**src/rtl/fgb_pkg.sv**
```systemverilog
package fgb_pkg;
   localparam int FGB_DATA_W  = 32;
   localparam int FGB_FIELD_W = 10;
   localparam int FGB_DIV_W   = 8;
   localparam int FGB_NUM_SRC = 3;

   // source strobe indices seen by a divider
   localparam logic [1:0] SRC_IDX_CPU  = 2'd0;
   localparam logic [1:0] SRC_IDX_AUX  = 2'd1;
   localparam logic [1:0] SRC_IDX_AUX2 = 2'd2;

   typedef enum logic [1:0] {
      MUX_OFF  = 2'd0,
      MUX_AUX2 = 2'd1,
      MUX_CPU  = 2'd2,
      MUX_AUX  = 2'd3
   } ext_mux_e;

   function automatic logic [1:0] ext_mux_to_src(input logic [1:0] code);
      logic [1:0] idx;
      case (ext_mux_e'(code))
         MUX_AUX2: idx = SRC_IDX_AUX2;
         MUX_CPU:  idx = SRC_IDX_CPU;
         MUX_AUX:  idx = SRC_IDX_AUX;
         default:  idx = SRC_IDX_CPU;
      endcase
      return idx;
   endfunction
endpackage

```
**src/rtl/fgb_cfg_regs.sv**
```systemverilog
module fgb_cfg_regs
   import fgb_pkg::*;
#(
   parameter bit EXT_MODE   = 1'b0,
   parameter int NUM_REG    = 2,
   parameter int PER_REG    = 3,
   parameter int DATA_W     = FGB_DATA_W,
   parameter int FIELD_W    = FGB_FIELD_W,
   parameter int DIV_W      = FGB_DIV_W,
   parameter int SCALE_POS  = 30,
   parameter int RESUME_POS = 31,
   localparam int NUM_GEN   = NUM_REG * PER_REG,
   localparam int NW        = DIV_W + 2,
   localparam int AW        = (NUM_REG > 1) ? $clog2(NUM_REG) : 1
) (
   input  logic                         clk,
   input  logic                         rst_n,
   input  logic                         wr_en,
   input  logic [AW-1:0]                addr,
   input  logic [DATA_W-1:0]            wr_data,
   output logic [DATA_W-1:0]            rd_data,
   output logic [NUM_GEN-1:0]           cfg_en,
   output logic [NUM_GEN-1:0][1:0]      cfg_sel,
   output logic [NUM_GEN-1:0][NW-1:0]   cfg_ratio
);

   logic [FIELD_W-1:0] field_all [NUM_GEN];
   logic [DATA_W-1:0]  reg_word  [NUM_REG];
   logic               scale_q;

   // shared scale bit, extended encoding only
   generate
      if (EXT_MODE) begin : g_scale
         always_ff @(posedge clk) begin
            if (!rst_n)
               scale_q <= 1'b0;
            else if (wr_en && addr == '0)
               scale_q <= wr_data[SCALE_POS];
         end
      end else begin : g_noscale
         assign scale_q = 1'b0;
      end
   endgenerate

   generate
      for (genvar g = 0; g < NUM_GEN; g++) begin : g_slot
         localparam int RIDX = g / PER_REG;
         localparam int LSB  = (g % PER_REG) * FIELD_W;

         logic [FIELD_W-1:0] fld_q;
         logic [FIELD_W-1:0] wfld;
         logic               hit;
         logic [NW-1:0]      dplus;

         assign wfld  = wr_data[LSB +: FIELD_W];
         assign hit   = wr_en && (addr == AW'(RIDX));
         assign dplus = {2'b00, fld_q[FIELD_W-1:2]} + NW'(1);
         assign field_all[g] = fld_q;

         if (EXT_MODE) begin : g_ext
            logic [1:0] memo_q;   // last non-zero mux code
            always_ff @(posedge clk) begin
               if (!rst_n) begin
                  fld_q  <= '0;
                  memo_q <= 2'd1;
               end else if (hit) begin
                  if (wfld[1:0] == 2'd0 && wr_data[RESUME_POS])
                     fld_q <= {wfld[FIELD_W-1:2], memo_q};
                  else
                     fld_q <= wfld;
                  if (wfld[1:0] != 2'd0)
                     memo_q <= wfld[1:0];
               end
            end
            assign cfg_en[g]    = (fld_q[1:0] != 2'd0);
            assign cfg_sel[g]   = ext_mux_to_src(fld_q[1:0]);
            assign cfg_ratio[g] = scale_q ? dplus : {dplus[NW-2:0], 1'b0};
         end else begin : g_leg
            always_ff @(posedge clk) begin
               if (!rst_n)
                  fld_q <= '0;
               else if (hit)
                  fld_q <= wfld;
            end
            assign cfg_en[g]    = fld_q[1];
            assign cfg_sel[g]   = fld_q[0] ? SRC_IDX_AUX : SRC_IDX_CPU;
            assign cfg_ratio[g] = {dplus[NW-2:0], 1'b0};
         end
      end
   endgenerate

   always_comb begin
      for (int r = 0; r < NUM_REG; r++) begin
         reg_word[r] = '0;
         for (int k = 0; k < PER_REG; k++)
            reg_word[r][k*FIELD_W +: FIELD_W] = field_all[r*PER_REG + k];
      end
      reg_word[0][SCALE_POS] = scale_q;
   end

   assign rd_data = reg_word[addr];

endmodule

```
**src/rtl/fgb_divider.sv**
```systemverilog
module fgb_divider #(
   parameter int NW      = 10,
   parameter int NUM_SRC = 3
) (
   input  logic               clk,
   input  logic               rst_n,
   input  logic               en,
   input  logic [1:0]         sel,
   input  logic [NW-1:0]      ratio,
   input  logic [NUM_SRC-1:0] src_tick,
   output logic               tick,
   output logic [NW-1:0]      act_n_o,
   output logic [NW-1:0]      cnt_o
);

   logic          run_q;
   logic [1:0]    sel_q;
   logic [NW-1:0] n_q;
   logic [NW-1:0] cnt_q;
   logic          tick_q;
   logic [3:0]    src_pad;
   logic          stick;
   logic          last;

   assign src_pad = 4'(src_tick);
   assign stick   = src_pad[sel_q];
   assign last    = (cnt_q == n_q - NW'(1));

   // settings are captured on start and at each period end only
   always_ff @(posedge clk) begin
      if (!rst_n) begin
         run_q  <= 1'b0;
         sel_q  <= '0;
         n_q    <= NW'(2);
         cnt_q  <= '0;
         tick_q <= 1'b0;
      end else if (!en) begin
         run_q  <= 1'b0;
         cnt_q  <= '0;
         tick_q <= 1'b0;
      end else if (!run_q) begin
         run_q  <= 1'b1;
         cnt_q  <= '0;
         sel_q  <= sel;
         n_q    <= ratio;
         tick_q <= 1'b0;
      end else if (stick) begin
         if (last) begin
            tick_q <= 1'b1;
            cnt_q  <= '0;
            sel_q  <= sel;
            n_q    <= ratio;
         end else begin
            tick_q <= 1'b0;
            cnt_q  <= cnt_q + NW'(1);
         end
      end else begin
         tick_q <= 1'b0;
      end
   end

   assign tick    = tick_q;
   assign act_n_o = n_q;
   assign cnt_o   = cnt_q;

endmodule

```
**src/rtl/freq_gen_bank.sv**
```systemverilog
module freq_gen_bank
   import fgb_pkg::*;
#(
   parameter bit EXT_MODE   = 1'b0,
   parameter int NUM_REG    = 2,
   parameter int PER_REG    = 3,
   parameter int DATA_W     = FGB_DATA_W,
   parameter int FIELD_W    = FGB_FIELD_W,
   parameter int DIV_W      = FGB_DIV_W,
   parameter int NUM_SRC    = FGB_NUM_SRC,
   parameter int SCALE_POS  = 30,
   parameter int RESUME_POS = 31,
   localparam int NUM_GEN   = NUM_REG * PER_REG,
   localparam int NW        = DIV_W + 2,
   localparam int AW        = (NUM_REG > 1) ? $clog2(NUM_REG) : 1
) (
   input  logic               clk,
   input  logic               rst_n,
   input  logic               wr_en,
   input  logic [AW-1:0]      addr,
   input  logic [DATA_W-1:0]  wr_data,
   output logic [DATA_W-1:0]  rd_data,
   input  logic [NUM_SRC-1:0] src_tick,
   output logic [NUM_GEN-1:0] tick
);

   generate
      if (FIELD_W != DIV_W + 2) begin : g_bad_field
         $error("slot width must be divider width plus two");
      end
      if (PER_REG * FIELD_W > SCALE_POS || SCALE_POS >= DATA_W || RESUME_POS >= DATA_W
          || RESUME_POS == SCALE_POS) begin : g_bad_pos
         $error("slots overlap the control bits or exceed the word");
      end
      if (NUM_SRC < 3 || NUM_SRC > 4) begin : g_bad_src
         $error("source count must be 3 or 4");
      end
   endgenerate

   logic [NUM_GEN-1:0]         cfg_en;
   logic [NUM_GEN-1:0][1:0]    cfg_sel;
   logic [NUM_GEN-1:0][NW-1:0] cfg_ratio;
   logic [NUM_GEN-1:0][NW-1:0] div_n;
   logic [NUM_GEN-1:0][NW-1:0] div_cnt;

   fgb_cfg_regs #(
      .EXT_MODE   (EXT_MODE),
      .NUM_REG    (NUM_REG),
      .PER_REG    (PER_REG),
      .DATA_W     (DATA_W),
      .FIELD_W    (FIELD_W),
      .DIV_W      (DIV_W),
      .SCALE_POS  (SCALE_POS),
      .RESUME_POS (RESUME_POS)
   ) u_regs (
      .clk       (clk),
      .rst_n     (rst_n),
      .wr_en     (wr_en),
      .addr      (addr),
      .wr_data   (wr_data),
      .rd_data   (rd_data),
      .cfg_en    (cfg_en),
      .cfg_sel   (cfg_sel),
      .cfg_ratio (cfg_ratio)
   );

   generate
      for (genvar g = 0; g < NUM_GEN; g++) begin : g_gen
         fgb_divider #(
            .NW      (NW),
            .NUM_SRC (NUM_SRC)
         ) u_div (
            .clk      (clk),
            .rst_n    (rst_n),
            .en       (cfg_en[g]),
            .sel      (cfg_sel[g]),
            .ratio    (cfg_ratio[g]),
            .src_tick (src_tick),
            .tick     (tick[g]),
            .act_n_o  (div_n[g]),
            .cnt_o    (div_cnt[g])
         );
      end
   endgenerate

endmodule

```
**config.mk**
```make
export PLATFORM = sky130hd
export DESIGN_NAME = freq_gen_bank
export DESIGN_NICKNAME = d
export VERILOG_FILES = /design/src/rtl/fgb_pkg.sv /design/src/rtl/fgb_cfg_regs.sv /design/src/rtl/fgb_divider.sv /design/src/rtl/freq_gen_bank.sv
export SDC_FILE = /design/constraint.sdc
export NUM_CORES = 1
export LEC_CHECK = 0
export ABC_AREA = 1
export BUFFER_PORTS_ARGS = -buffer_cell sky130_fd_sc_hd__buf_4
export CAP_MARGIN = 20
export CORE_MARGIN = 3
export CORE_UTILIZATION = 30
export CTS_CLUSTER_DIAMETER = 40
export CTS_CLUSTER_SIZE = 40
export DETAILED_ROUTE_END_ITERATION = 8
export MAX_ROUTING_LAYER = met4
export SYNTH_ARGS = -nofsm -noshare
export SYNTH_HDL_FRONTEND = slang
export SYNTH_SLANG_ARGS = --single-unit
```
**constraint.sdc**
```tcl
create_clock -name clk -period 3.8 [get_ports clk]
set_input_delay 0.38 -clock clk [delete_from_list [all_inputs] [get_ports clk]]
set_output_delay 0.38 -clock clk [all_outputs]
set_load 0.01 [all_outputs]
```
Word-level counts from Yosys, hierarchy flattened
Cells that the tools add are included.
{ "totals": {"regBits": 204, "in_bits": 39, "out_inout_bits": 38, "elab_cells": 176} }
{ "op_classes": {"addsub": 18, "magnitude_cmp": 7, "n_eq_ne": 18, "mux": 75, "n_bitwise": 2, "reduce_logical": 20} }
{ "op_table": {"columns": ["op", "count"], "rows": [
  ["10-bit 2-to-1 mux", 24],
  ["32-bit 2-to-1 mux", 2],
  ["10-bit by 1-bit adder with 10-bit output (second input constant)", 6],
  ["10-bit equality test", 6],
  ["10-bit by 1-bit subtractor with 10-bit output (second input constant)", 6],
  ["8-bit by 1-bit adder with 9-bit output (second input constant)", 6],
  ["2-bit 2-to-1 mux", 18],
  ["3-bit AND reduction", 12],
  ["30-bit 2-to-1 mux", 1],
  ["1-bit 2-to-1 mux", 24],
  ["2-bit inequality test (second input constant)", 12],
  ["4-bit AND reduction", 6],
  ["2-bit by 3-bit less-than comparator with 1-bit output (second input constant)", 6],
  ["1-bit binary-select mux with 2-bit select", 6],
  ["2-bit >= comparator (second input constant)", 1],
  ["1-bit logical AND", 2],
  ["1-bit inverter with 2-bit output", 1],
  ["1-bit inverter", 1]
]} }

Depth between registers and ports, before layout
Gate-level depths: netlist of the first run.
{ "logic_depth": {"depth_word": 5, "ltp_mapped": 16, "ltp_nobuf": 16} }

Cells and area by module
A second synthesis of the first run with hierarchy kept.
{ "hier_totals": {"cells_unflattened": 1938, "hier_area_um2": 12495.7} }
{ "modules_own_cells": {"columns": ["module", "instances", "cells_per_inst", "area_per_inst_um2", "seq_area_each_um2"], "rows": [
  ["fgb_divider", 6, 232, 1495.2, 480.5],
  ["fgb_cfg_regs", 1, 546, 3524.6, 1201.2]
]} }

Worst setup path after synthesis of the first run
No wires, ideal clock.
{ "synth_timing": {"kind": "reg2reg", "startpoint": "register g_gen[4].u_div.n_q[1]", "endpoint": "register g_gen[4].u_div.n_q[7]", "setup_time_ns": 0.115, "t_arrival_ns": 1.681, "required_time_ns": 3.685, "setup_slack_ns": 2.004, "stages_incl_launch_ff": 16, "path_buffers": 1, "synth_period_minus_slack_ns": 1.796, "path_cell_list": "dfxtp_1 > clkinv_1 > ha_1 > nand2_1 > o21ai_0 > nor2_1 > nand3_1 > nor2_1 > nand2_1 > nor2_4 > nand2_4 > nand2_4 > buf_8 > nand3_1 > nand2_1 > nor2_1"} }
{ "synth_via": {"elab_chain_len": 4} }
{ "synth_lines": {"columns": ["element", "line_no", "rtl"], "rows": [
  ["start, declared", "fgb_divider.sv:18", "logic [NW-1:0] n_q;"],
  ["start signal, assigned", "fgb_divider.sv:45", "n_q <= ratio;"],
  ["start signal, assigned", "fgb_divider.sv:52", "n_q <= ratio;"],
  ["10-bit by 1-bit subtractor with 10-bit output", "fgb_divider.sv:27", "assign last = (cnt_q == n_q - NW'(1));"],
  ["10-bit equality test", "fgb_divider.sv:27", null],
  ["2-bit inequality test (no source line)", null, null],
  ["3-bit AND reduction (no source line)", null, null]
]} }
Every way passes these cells.
A chain may end at the register's enable or synchronous reset.

Worst setup path after layout of the first run
{ "layout_timing": {"startpoint": "register u_regs.g_slot[2].fld_q[1]", "endpoint": "output port rd_data[21]"} }
{ "layout_via": {"elab_chain_len": 3} }
{ "layout_lines": {"columns": ["element", "line_no", "rtl"], "rows": [
  ["start, declared", "fgb_cfg_regs.sv:50", "logic [FIELD_W-1:0] fld_q;"],
  ["start signal, assigned", "fgb_cfg_regs.sv:83", "fld_q <= wfld;"],
  ["30-bit 2-to-1 mux (implied by the code)", "fgb_cfg_regs.sv:101", "assign rd_data = reg_word[addr];"],
  ["32-bit 2-to-1 mux (implied by the code) (2 in series)", "fgb_cfg_regs.sv:101", null],
  ["end, declared", "freq_gen_bank.sv:22", "output logic [DATA_W-1:0] rd_data,"]
]} }
Every way passes these cells. The select of a mux whose other input is x is not followed.

==> results of run 1 <==
## placed cells by master, fill, tap and decap left out, types with 17 or more instances in the layout
cell and n:
xor2_1 61, nand2_1 324, xnor2_1 40, buf_4 75, clkbuf_16 17, ha_1 18, nand3_1 121, dfxtp_1 192
a21oi_1 95, nor2_1 236, o21ai_0 98, nand4_1 20, nor3_1 19, inv_1 145
## through the flow
step                      hold slack [ns]  power, µW
after global placement              0.460       2920
after detailed placement            0.473       2930
after floorplan                     0.439       2730
final                               0.191       4660
after global routing                0.199       4930
after CTS                           0.182       4730
## where the power goes
part	internal, µW	switching, µW
Combinational	263	398
Sequential	2100	115
Clock	881	905
## cell usage after synthesis, types with 3 or more instances
| master | number | area, µm² |
|---|---|---|
| nand2_1 | 325 | 1220 |
| nor2_1 | 236 | 886 |
| dfxtp_1 | 192 | 3840 |
| inv_1 | 145 | 544 |
| nand3_1 | 121 | 606 |
| o21ai_0 | 98 | 490 |
| a21oi_1 | 95 | 475 |
| xor2_1 | 61 | 534 |
| xnor2_1 | 40 | 350 |
| clkbuf_1 | 30 | 113 |
| nand4_1 | 20 | 125 |
| nor3_1 | 19 | 95.1 |
| ha_1 | 18 | 225 |
| nor2_2 | 13 | 81.3 |
| inv_2 | 12 | 45.0 |
| nand2_2 | 11 | 68.8 |
| buf_4 | 9 | 67.6 |
| buf_1 | 8 | 30.0 |
| nor3b_1 | 7 | 52.6 |
| buf_2 | 6 | 30.0 |
| nand3b_1 | 6 | 45.0 |
| or2_1 | 6 | 37.5 |
| buf_6 | 5 | 56.3 |
| o21ai_1 | 5 | 25.0 |
| a31oi_1 | 4 | 25.0 |
| clkinv_1 | 4 | 15.0 |
| nand2_4 | 4 | 45.0 |
| nand3_2 | 4 | 40.0 |
| nor4_1 | 4 | 25.0 |
| nor2_4 | 3 | 33.8 |
| o21ai_2 | 3 | 26.3 |
| or2_2 | 3 | 18.8 |
## final timing paths
| check | depth (start not counted) | from | endpoint |
|---|---|---|---|
| max reg2reg | 14 | g_gen[4].u_div.act_n_o[1]$_SDFFE_PN1P_ | g_gen[4].u_div.act_n_o[2]$_SDFFE_PN0P_ |
| min reg2reg | 2 | u_regs.g_slot[3].fld_q[0]$_SDFFE_PN0P_ | u_regs.g_slot[3].fld_q[0]$_SDFFE_PN0P_ |
| min | 3 | wr_data[3] | u_regs.g_slot[3].fld_q[3]$_SDFFE_PN0P_ |
| max | 3 | u_regs.g_slot[2].fld_q[1]$_SDFFE_PN0P_ | rd_data[21] |
## flip-flops by register name (all words and copies together), names as in the netlist
name / flops
g_gen.u_div.sel_q: 6
g_gen.u_div.tick: 6
g_gen.u_div.act_n_o: 54
g_gen.u_div.cnt_o: 60
u_regs.g_slot.fld_q: 60
g_gen.u_div.run_q: 6
## logic make-up after synthesis
family,after synthesis
AND/OR/NAND/NOR,787
buffers and inverters,221
AO/OA/AOI/OAI,218
flip-flops,192
XOR/XNOR,101
adder cells (fa/ha/maj),18
other,1
multiplexers,1
## worst max-delay path, stage by stage (launching register included)
cell     delay [ns]
dfxtp_1        0.79
inv_1          0.12
o21ai_0        0.49
buf_4          0.23
## final cells by class
type                    instances  area (µm²)  area share [%]
multi-input cells            1127        5730            48.2
clock buffers                  17         425            3.58
clock inverters                15         164            1.38
well taps                     448         561            4.71
inverters                     161         604            5.08
flip-flops and latches        192        3840            32.3
repair buffers                 75         563            4.74
## metal layers
metal	GRT usage (%)	up-vias
met5	-	-
met4	3.56	0
met3	2.57	20
met2	24.1	143
met1	19.5	4297
li1	-	4976
==> reports/results.ini, run 1 <==
[outcome]
outcome=complete, no violations

[layout]
fin_area_um2=11900
drive_gt1_share_pct=10.6
layoutNonFillerInstCount=2035
n_antenna_cell=0
fillers=3702
final_util_pct=34.9
nets=1631
synthToLayoutAreaGrowth_pct=13.3

[yosys]
synth-simple-area-share_pct=32.8
synth_area_um2=10500
ys.flop_type=dfxtp_1
yosys.area_share.adder_pct=2.15
synth_top_family_by_area=simple AND/OR/NAND/NOR gates
synthXorXnorAreaFrac_pct=8.43
synth_seq_area_share_pct=36.6
async_flop_share_pct=0
synth-edff-count=0
ys_seq_elements=192
synthCells=1539
synth.area.mux_share_pct=0.0954
synth_cell_types=46
synth-compound-area-share_pct=11.1
synth.avg_cell_area_um2=6.82
yosys_warnings=0

[sta]
min_period_ns=2.45
slew_headroom_pct=50.8
fin_ws_ns=1.35
setup_viol=0
setup_tns_ns=0
tightest_slew_ns=0.737
worst_clock_skew_ns=0.0181
rsz0062_at_grt=no
maxSlewViolCount=0
hold_viol_final=0
post-route-period-util_pct=64.4
fmax_mhz=409

[route]
vias_per_cell=4.64
drtPass1Iterations=6
m1WireLength_um=12900
finalWirelength_um=26200
via_count=9436
wl_met3_um=1000
postRouteAntennaNets=0
top_layer_used=met4
wl_met2_um=12000
routedWlPerCell_um=12.9
drc=0
drt-initial-drc-count=477

[clocking]
clock_latency_ns=0.45
cts_tree=yes
postCtsResizedCells=0
cts_sinks=192
cts-root-buf=clkbuf_16
cts_hold_buf=0
h-tree-depth=4
cts_setup_buffers=0
clock_path_buffers=2
path_clk_slew_ns=0.08
numCtsBuffers=17

[floorplanning]
rows=67
start_util_pct=30.8
die_w_um=193
io_pins=77
core_um2=34000
die-area_um2=37200
fp.dieH_um=193

[placed_design]
dp_cells=2003
dp_hpwl_um=19600
dp_worst_setup_slack_ns=1.48
portBuffers=71
dpl-instance-area_um2=11300
gp_congestion=0.841

[global_route]
antenna_found_initial=0
grt_pass1_vias=8908
grt_pass1_wl_um=43400
grt_max_degree=67
grt_usage_pct=14.9
gr-total-overflow=0

[job]
cap_violations=0

[worst_setup_path]
startpoint_type=flop
endpoint_kind=primary output
rrSetupSlack_ns=1.65
cp.required_ns=3.42
cp_max_fo=22
arrival_ns=2.07
setup.worst_path.class=flop to primary output

[min_path]
hp-class=input pin to flop

[power]
p_leak_uw=0.00502
peakVddDrop_v=0.000350
power_density_nw_per_um2=392

Power figures use the tool's default switching activity.
==> inputs of run 2 (changes only) <==
==> constraint.sdc (replaced) <==
create_clock -name clk -period 2.55 [get_ports clk]
set_input_delay 0.255 -clock clk [delete_from_list [all_inputs] [get_ports clk]]
set_output_delay 0.255 -clock clk [all_outputs]
set_load 0.01 [all_outputs]
==> reports/results.ini, run 2 (synthesis results as in run 1) <==
[outcome]
outcome=complete, no violations  ; unchanged

[job]
cap_violations=0  ; unchanged

[layout]
synthToLayoutAreaGrowth_pct=13.9  ; was 13.3%
drive_gt1_share_pct=11.1  ; was 10.6%
layoutNonFillerInstCount=2043  ; was 2035
nets=1639  ; was 1631
final_cell_mix=nand2_1, nor2_1, dfxtp_1, inv_1, nand3_1  ; unchanged
n_antenna_cell=0  ; unchanged
final_common_cell=nand2_1  ; unchanged
fin_area_um2=11900  ; about the same
final_util_pct=35.1  ; was 34.9%

[worst_setup_path]
cp-startpoint=g_gen[1].u_div.act_n_o[1]$_SDFFE_PN1P_  ; was u_regs.g_slot[2].fld_q[1]$_SDFFE_PN0P_
ff2ff_path_depth=15  ; was 14
setup.worst_path.class=flop to flop  ; was flop to primary output
startpoint_type=flop  ; unchanged
path_buf_inv=3  ; was 2
cp_max_fo=14  ; was 22
crit_chain=inv_1 -> ha_1 -> inv_1 -> nand2_1 -> nand2_1 -> nand2_1 -> nand2_1 -> inv_1 -> nand3_1 -> nor2_1 -> nand3_2 -> nand2_2 -> nand2_2 -> nor2_1 -> nor2_1  ; was inv_1 -> o21ai_0 -> buf_4
path_depth=15  ; was 3
crit_top_cell=nand2_1
critPathTopFamily=simple AND/OR/NAND/NOR gates  ; was flip-flops
r2r_end=g_gen[1].u_div.sel_q[0]$_SDFFE_PN0P_  ; was g_gen[4].u_div.act_n_o[2]$_SDFFE_PN0P_
cp_slowest_cell=dfxtp_1  ; unchanged
arrival_ns=2.43  ; was 2.07 ns
critPathCapture=g_gen[1].u_div.sel_q[0]$_SDFFE_PN0P_  ; was rd_data[21]
reg2reg_from=g_gen[1].u_div.act_n_o[1]$_SDFFE_PN1P_  ; was g_gen[4].u_div.act_n_o[1]$_SDFFE_PN1P_
rrSetupSlack_ns=0.45  ; was 1.65 ns
cp.required_ns=2.88  ; was 3.42 ns
max_stage_delay_ns=0.33  ; was 0.79 ns
endpoint_kind=flop  ; was primary output

[min_path]
hp-class=input pin to flop  ; unchanged

[clocking]
cts_hold_buf=0  ; unchanged
h-tree-depth=4  ; unchanged
clock_latency_ns=0.44  ; was 0.45 ns
clock_path_buffers=2  ; unchanged
cts-root-buf=clkbuf_16  ; unchanged
cts_tree=yes  ; unchanged
cts_setup_buffers=0  ; unchanged
path_clk_slew_ns=0.07  ; was 0.08 ns
cts_sinks=192  ; unchanged
postCtsResizedCells=0  ; unchanged
numCtsBuffers=17  ; unchanged

[sta]
fmax_mhz=476
post-route-period-util_pct=82.3
worst_clock_skew_ns=0.00915  ; was 0.0181 ns
hold-worst-slack_ns=0.0811  ; was 0.191 ns
rsz0062_at_grt=no  ; unchanged
slew_headroom_pct=56.0  ; was 50.8%
tightest_slew_ns=0.656  ; was 0.737 ns
maxSlewViolCount=0  ; unchanged
setup_viol=0  ; unchanged
min_period_ns=2.10
setup_tns_ns=0  ; unchanged
hold_viol_final=0  ; unchanged

[route]
drt-initial-drc-count=568  ; was 477
drc=0  ; unchanged
routedWlPerCell_um=12.6  ; was 12.9 µm
via_count=9389  ; was 9436
vias_per_cell=4.60  ; was 4.64
finalWirelength_um=25800  ; was 26200 µm
postRouteAntennaNets=0  ; unchanged
drtPass1Iterations=5  ; was 6

[floorplanning]
die-area_um2=37200  ; unchanged
start_util_pct=30.8  ; unchanged
die_w_um=193  ; unchanged
core_um2=34000  ; unchanged
io_pins=77  ; unchanged
fp.dieH_um=193  ; unchanged
rows=67  ; unchanged

[placed_design]
dp_cells=2011  ; was 2003
dp_hpwl_um=19600  ; about the same
gp_congestion=0.819  ; was 0.841
dpl-instance-area_um2=11400  ; was 11300 µm²
portBuffers=71  ; unchanged

[global_route]
grt_pass1_vias=8721  ; was 8908
grt_pass1_wl_um=43200  ; was 43400 µm
grt_usage_pct=14.8  ; was 14.9%
grt_max_degree=59  ; was 67
antenna_found_initial=0  ; unchanged
gr-total-overflow=0  ; unchanged

[power]
p_leak_uw=0.00507  ; was 0.00502 µW
power_density_nw_per_um2=579  ; was 392 nW/µm²
peakVddDrop_v=0.000501  ; was 0.000350 V

run 2: per-layer routing:
metal  part of all wire [%]  vias to the layer above  global-route usage, %
met4                    1.2                        0                   3.73
met5                      0                        -                      -
met1                     50                     4234                   19.7
met3                    3.9                       24                   2.75
met2                     45                      134                   23.3
li1                       -                     4997                      -
run 2: area by class of cell:
cell class / instances / area [µm²]
clock buffer: 19 / 453
clock inverter: 13 / 119
fill: 3730 / 22100
inverter: 161 / 604
multi-input combinational: 1127 / 5730
sequential: 192 / 3840
tap: 448 / 561
timing repair buffer: 83 / 636
run 2: worst reg2reg max path: cells and delay by family (launching register included):
family	cells	cell delay, ns
adder cells (fa/ha/maj)	1	0.31
buffers and inverters	3	0.23
flip-flops	1	0.33
AND/OR/NAND/NOR	11	1.12
run 2: how the worst min path moves through the flow:
stage                                           start                                      to  slack [ns]  cells past startpoint
2_1_floorplan                              wr_data[7]  u_regs.g_slot[0].fld_q[7]$_SDFFE_PN0P_        0.42                      2
3_3_place_gp     g_gen[3].u_div.cnt_o[9]$_SDFFE_PN0P_    g_gen[3].u_div.cnt_o[9]$_SDFFE_PN0P_        0.46                      2
3_5_place_dp   u_regs.g_slot[1].fld_q[0]$_SDFFE_PN0P_  u_regs.g_slot[1].fld_q[0]$_SDFFE_PN0P_        0.47                      2
4_1_cts                                   wr_data[13]  u_regs.g_slot[1].fld_q[3]$_SDFFE_PN0P_        0.07                      3
5_1_grt                                   wr_data[27]  u_regs.g_slot[5].fld_q[7]$_SDFFE_PN0P_        0.07                      3
6_report                                  wr_data[27]  u_regs.g_slot[5].fld_q[7]$_SDFFE_PN0P_        0.08                      3
run 2: metrics by stage:
step                total power (µW)  worst slack, ns
floorplan                       4060            0.754
global placement                4360            0.435
detailed placement              4370            0.460
CTS                             7020            0.445
global route                    7320            0.175
finish                          6920            0.451
run 2: power breakdown:
group          internal, µW  switching (µW)
registers              3130             143
clock network          1340            1280
logic                   404             620
total                  4880            2040
==> inputs of run 3 (changes only) <==
==> constraint.sdc (replaced) <==
create_clock -name clk -period 1.78 [get_ports clk]
set_input_delay 0.178 -clock clk [delete_from_list [all_inputs] [get_ports clk]]
set_output_delay 0.178 -clock clk [all_outputs]
set_load 0.01 [all_outputs]
==> reports/results.ini, run 3 (synthesis results as in run 1) <==
[outcome]
outcome=finished, violations left  ; was complete, no violations
violations=negative setup slack

[clocking]
cts_tree=yes  ; unchanged
h-tree-depth=4  ; unchanged
path_clk_slew_ns=0.07  ; about the same
cts_sinks=192  ; unchanged
cts-root-buf=clkbuf_16  ; unchanged
clock_latency_ns=0.44  ; about the same
clock_path_buffers=2  ; unchanged
numCtsBuffers=17  ; unchanged

[worst_setup_path]
cp.required_ns=2.11  ; was 2.88 ns
rrSetupSlack_ns=-0.09  ; was 0.45 ns
max_stage_delay_ns=0.32  ; was 0.33 ns
cp_slowest_cell=dfxtp_2  ; was dfxtp_1
startpoint_type=flop  ; unchanged
r2r_end=g_gen[0].u_div.sel_q[0]$_SDFFE_PN0P_  ; was g_gen[1].u_div.sel_q[0]$_SDFFE_PN0P_
cp_max_fo=8  ; was 14
crit_chain=inv_2 -> ha_4 -> nand3_2 -> nor2_4 -> nand2_1 -> xor2_1 -> nor2_2 -> nand2_4 -> nand2_8 -> buf_4 -> buf_6 -> a21oi_2 -> nor2_1  ; was inv_1 -> ha_1 -> inv_1 -> nand2_1 -> nand2_1 -> nand2_1 -> nand2_1 -> inv_1 -> nand3_1 -> nor2_1 -> nand3_2 -> nand2_2 -> nand2_2 -> nor2_1 -> nor2_1
arrival_ns=2.20  ; was 2.43 ns
setup.worst_path.class=flop to flop  ; unchanged
ff2ff_path_depth=13  ; was 15
endpoint_kind=flop  ; unchanged
reg2reg_from=g_gen[0].u_div.act_n_o[1]$_SDFFE_PN1P_  ; was g_gen[1].u_div.act_n_o[1]$_SDFFE_PN1P_

[global_route]
grt_pass1_vias=9182  ; was 8721
antenna_found_initial=0  ; unchanged
gr-total-overflow=0  ; unchanged
grt_max_degree=51  ; was 59
grt_pass1_wl_um=45500  ; was 43200 µm
grt_usage_pct=15.6  ; was 14.8%

[sta]
min_period_ns=1.87  ; was 2.10 ns
fin_ws_ns=-0.0880  ; was 0.451 ns
slew_headroom_pct=66.2  ; was 56.0%
hold-worst-slack_ns=0.0121  ; was 0.0811 ns
post-route-period-util_pct=105  ; was 82.3%
worst_clock_skew_ns=0.0136  ; was 0.00915 ns
fmax_mhz=535  ; was 476 MHz
tightest_slew_ns=0.506  ; was 0.656 ns
maxSlewViolCount=0  ; unchanged
setup_viol=28  ; was 0
rsz0062_at_grt=yes  ; was no
hold_viol_final=0  ; unchanged

[layout]
multi_input_area_um2=6460  ; was 5730 µm²
synthToLayoutAreaGrowth_pct=29.4  ; was 13.9%
drive_gt1_share_pct=24.2  ; was 11.1%
n_antenna_cell=0  ; unchanged
seqCellArea_um2=3860  ; was 3840 µm²
final_common_cell=nand2_1  ; unchanged
final_cell_mix=nand2_1, nor2_1, dfxtp_1, buf_4, inv_1  ; was nand2_1, nor2_1, dfxtp_1, inv_1, nand3_1
fillers=3554  ; was 3730
nets=1727  ; was 1639

[power]
power_density_nw_per_um2=783  ; was 579 nW/µm²
p_switching_uw=3030  ; was 2040 µW
combPwrFrac_pct=17.6  ; was 14.8%
p_int_uw=7600  ; was 4880 µW
p_leak_uw=0.00566  ; was 0.00507 µW
peakVddDrop_v=0.000685  ; was 0.000501 V
seqPwrFrac_pct=44.3  ; was 47.3%
fin_total_pwr_uw=10600  ; was 6920 µW
sw_frac_of_total_pct=28.5  ; was 29.5%
clockPowerShare_pct=38.1  ; was 37.9%

[job]
cap_violations=0  ; unchanged

[route]
drtPass1Iterations=5  ; unchanged
drt-initial-drc-count=512  ; was 568
postRouteAntennaNets=0  ; unchanged
via_count=9911  ; was 9389
drc=0  ; unchanged
vias_per_cell=4.65  ; was 4.60
finalWirelength_um=28500  ; was 25800 µm
routedWlPerCell_um=13.4  ; was 12.6 µm

[floorplanning]
start_util_pct=30.8  ; unchanged
die-area_um2=37200  ; unchanged
core_um2=34000  ; unchanged
io_pins=77  ; unchanged
die_w_um=193  ; unchanged
rows=67  ; unchanged
fp.dieH_um=193  ; unchanged

[min_path]
min_to=u_regs.g_slot[5].fld_q[5]$_SDFFE_PN0P_  ; was u_regs.g_slot[5].fld_q[7]$_SDFFE_PN0P_
hp-class=input pin to flop  ; unchanged
min_path_cells=3  ; unchanged
worstHoldStart=wr_data[25]  ; was wr_data[27]

[placed_design]
portBuffers=71  ; unchanged
dp_hpwl_um=20800  ; was 19600 µm
gp_congestion=0.858  ; was 0.819

[run 3: how the worst max path moves through the flow]
stage                                                 startpoint                                     end  slack [ns]  cells after the start
after floorplan           g_gen[3].u_div.act_n_o[1]$_SDFFE_PN1P_  g_gen[3].u_div.act_n_o[7]$_SDFFE_PN0P_      0.0008                     13
after global placement    g_gen[4].u_div.act_n_o[1]$_SDFFE_PN1P_  g_gen[4].u_div.act_n_o[2]$_SDFFE_PN0P_       -0.07                     14
after detailed placement  g_gen[4].u_div.act_n_o[1]$_SDFFE_PN1P_  g_gen[4].u_div.act_n_o[7]$_SDFFE_PN0P_       -0.09                     14
after CTS                 g_gen[4].u_div.act_n_o[1]$_SDFFE_PN1P_  g_gen[4].u_div.act_n_o[1]$_SDFFE_PN1P_       -0.05                     14
after global routing      g_gen[0].u_div.act_n_o[1]$_SDFFE_PN1P_  g_gen[0].u_div.act_n_o[9]$_SDFFE_PN0P_       -0.20                     13
final                     g_gen[0].u_div.act_n_o[1]$_SDFFE_PN1P_    g_gen[0].u_div.sel_q[0]$_SDFFE_PN0P_       -0.09                     13
[run 3: final cells by class]
cell class	instances	area share [%]
multi-input cells	1130	47.6
inverters	161	4.51
repair buffers	168	10.8
well taps	448	4.13
clock inverters	11	1.14
clock buffers	21	3.39
flip-flops and latches	192	28.5
[run 3: repair_timing]
item,4_1_cts,5_1_grt
buffers inserted,3,9
pin swaps,34,57
resized for setup,65,139
cloned,3,4
endpoints found under the hold margin,5,0
hold buffers,5,0
setup endpoints to repair,80,113
[run 3: worst max-delay path, delay by kind of cell, from the launching register on]
| kind | cells | cell delay, ns |
|---|---|---|
| AOI/OAI and AO/OA | 1 | 0.12 |
| xor gates and xnor gates | 1 | 0.16 |
| adders and majority gates | 1 | 0.15 |
| buffers and inverters | 3 | 0.35 |
| DFF | 1 | 0.32 |
| and+or+nand+nor | 7 | 0.67 |
[run 3: power by group through the flow]
| stage | sequential, µW | clock, µW | combinational (µW) |
|---|---|---|---|
| after global placement | 4780 | 0 | 1590 |
| after CTS | 4690 | 4140 | 1710 |
| after global routing | 4740 | 4310 | 2100 |
| after floorplan | 4730 | 0 | 1090 |
| final | 4710 | 4050 | 1870 |
| after detailed placement | 4780 | 0 | 1610 |
[run 3: metrics by stage]
stage	cells	worst slack, ns	cell area, µm²	TNS, ns	utilization [%]
after global routing	2131	-0.197	13600	-8.82	39.9
after CTS	2119	-0.0528	12900	-0.384	37.9
after detailed placement	2076	-0.0886	11900	-2.60	35.0
after global placement	2076	-0.0704	11900	-1.22	35.0
after floorplan	1540	0.000774	10500	0	-
final	2131	-0.0880	13600	-0.761	39.9
[run 3: per-layer routing]
metal / track usage, % / wire, µm / up-vias
li1: - / - / 5165
met1: 20.8 / 13800 / 4548
met2: 25.0 / 13200 / 180
met3: 2.57 / 1250 / 18
met4: 3.23 / 318 / 0
met5: - / 0 / -
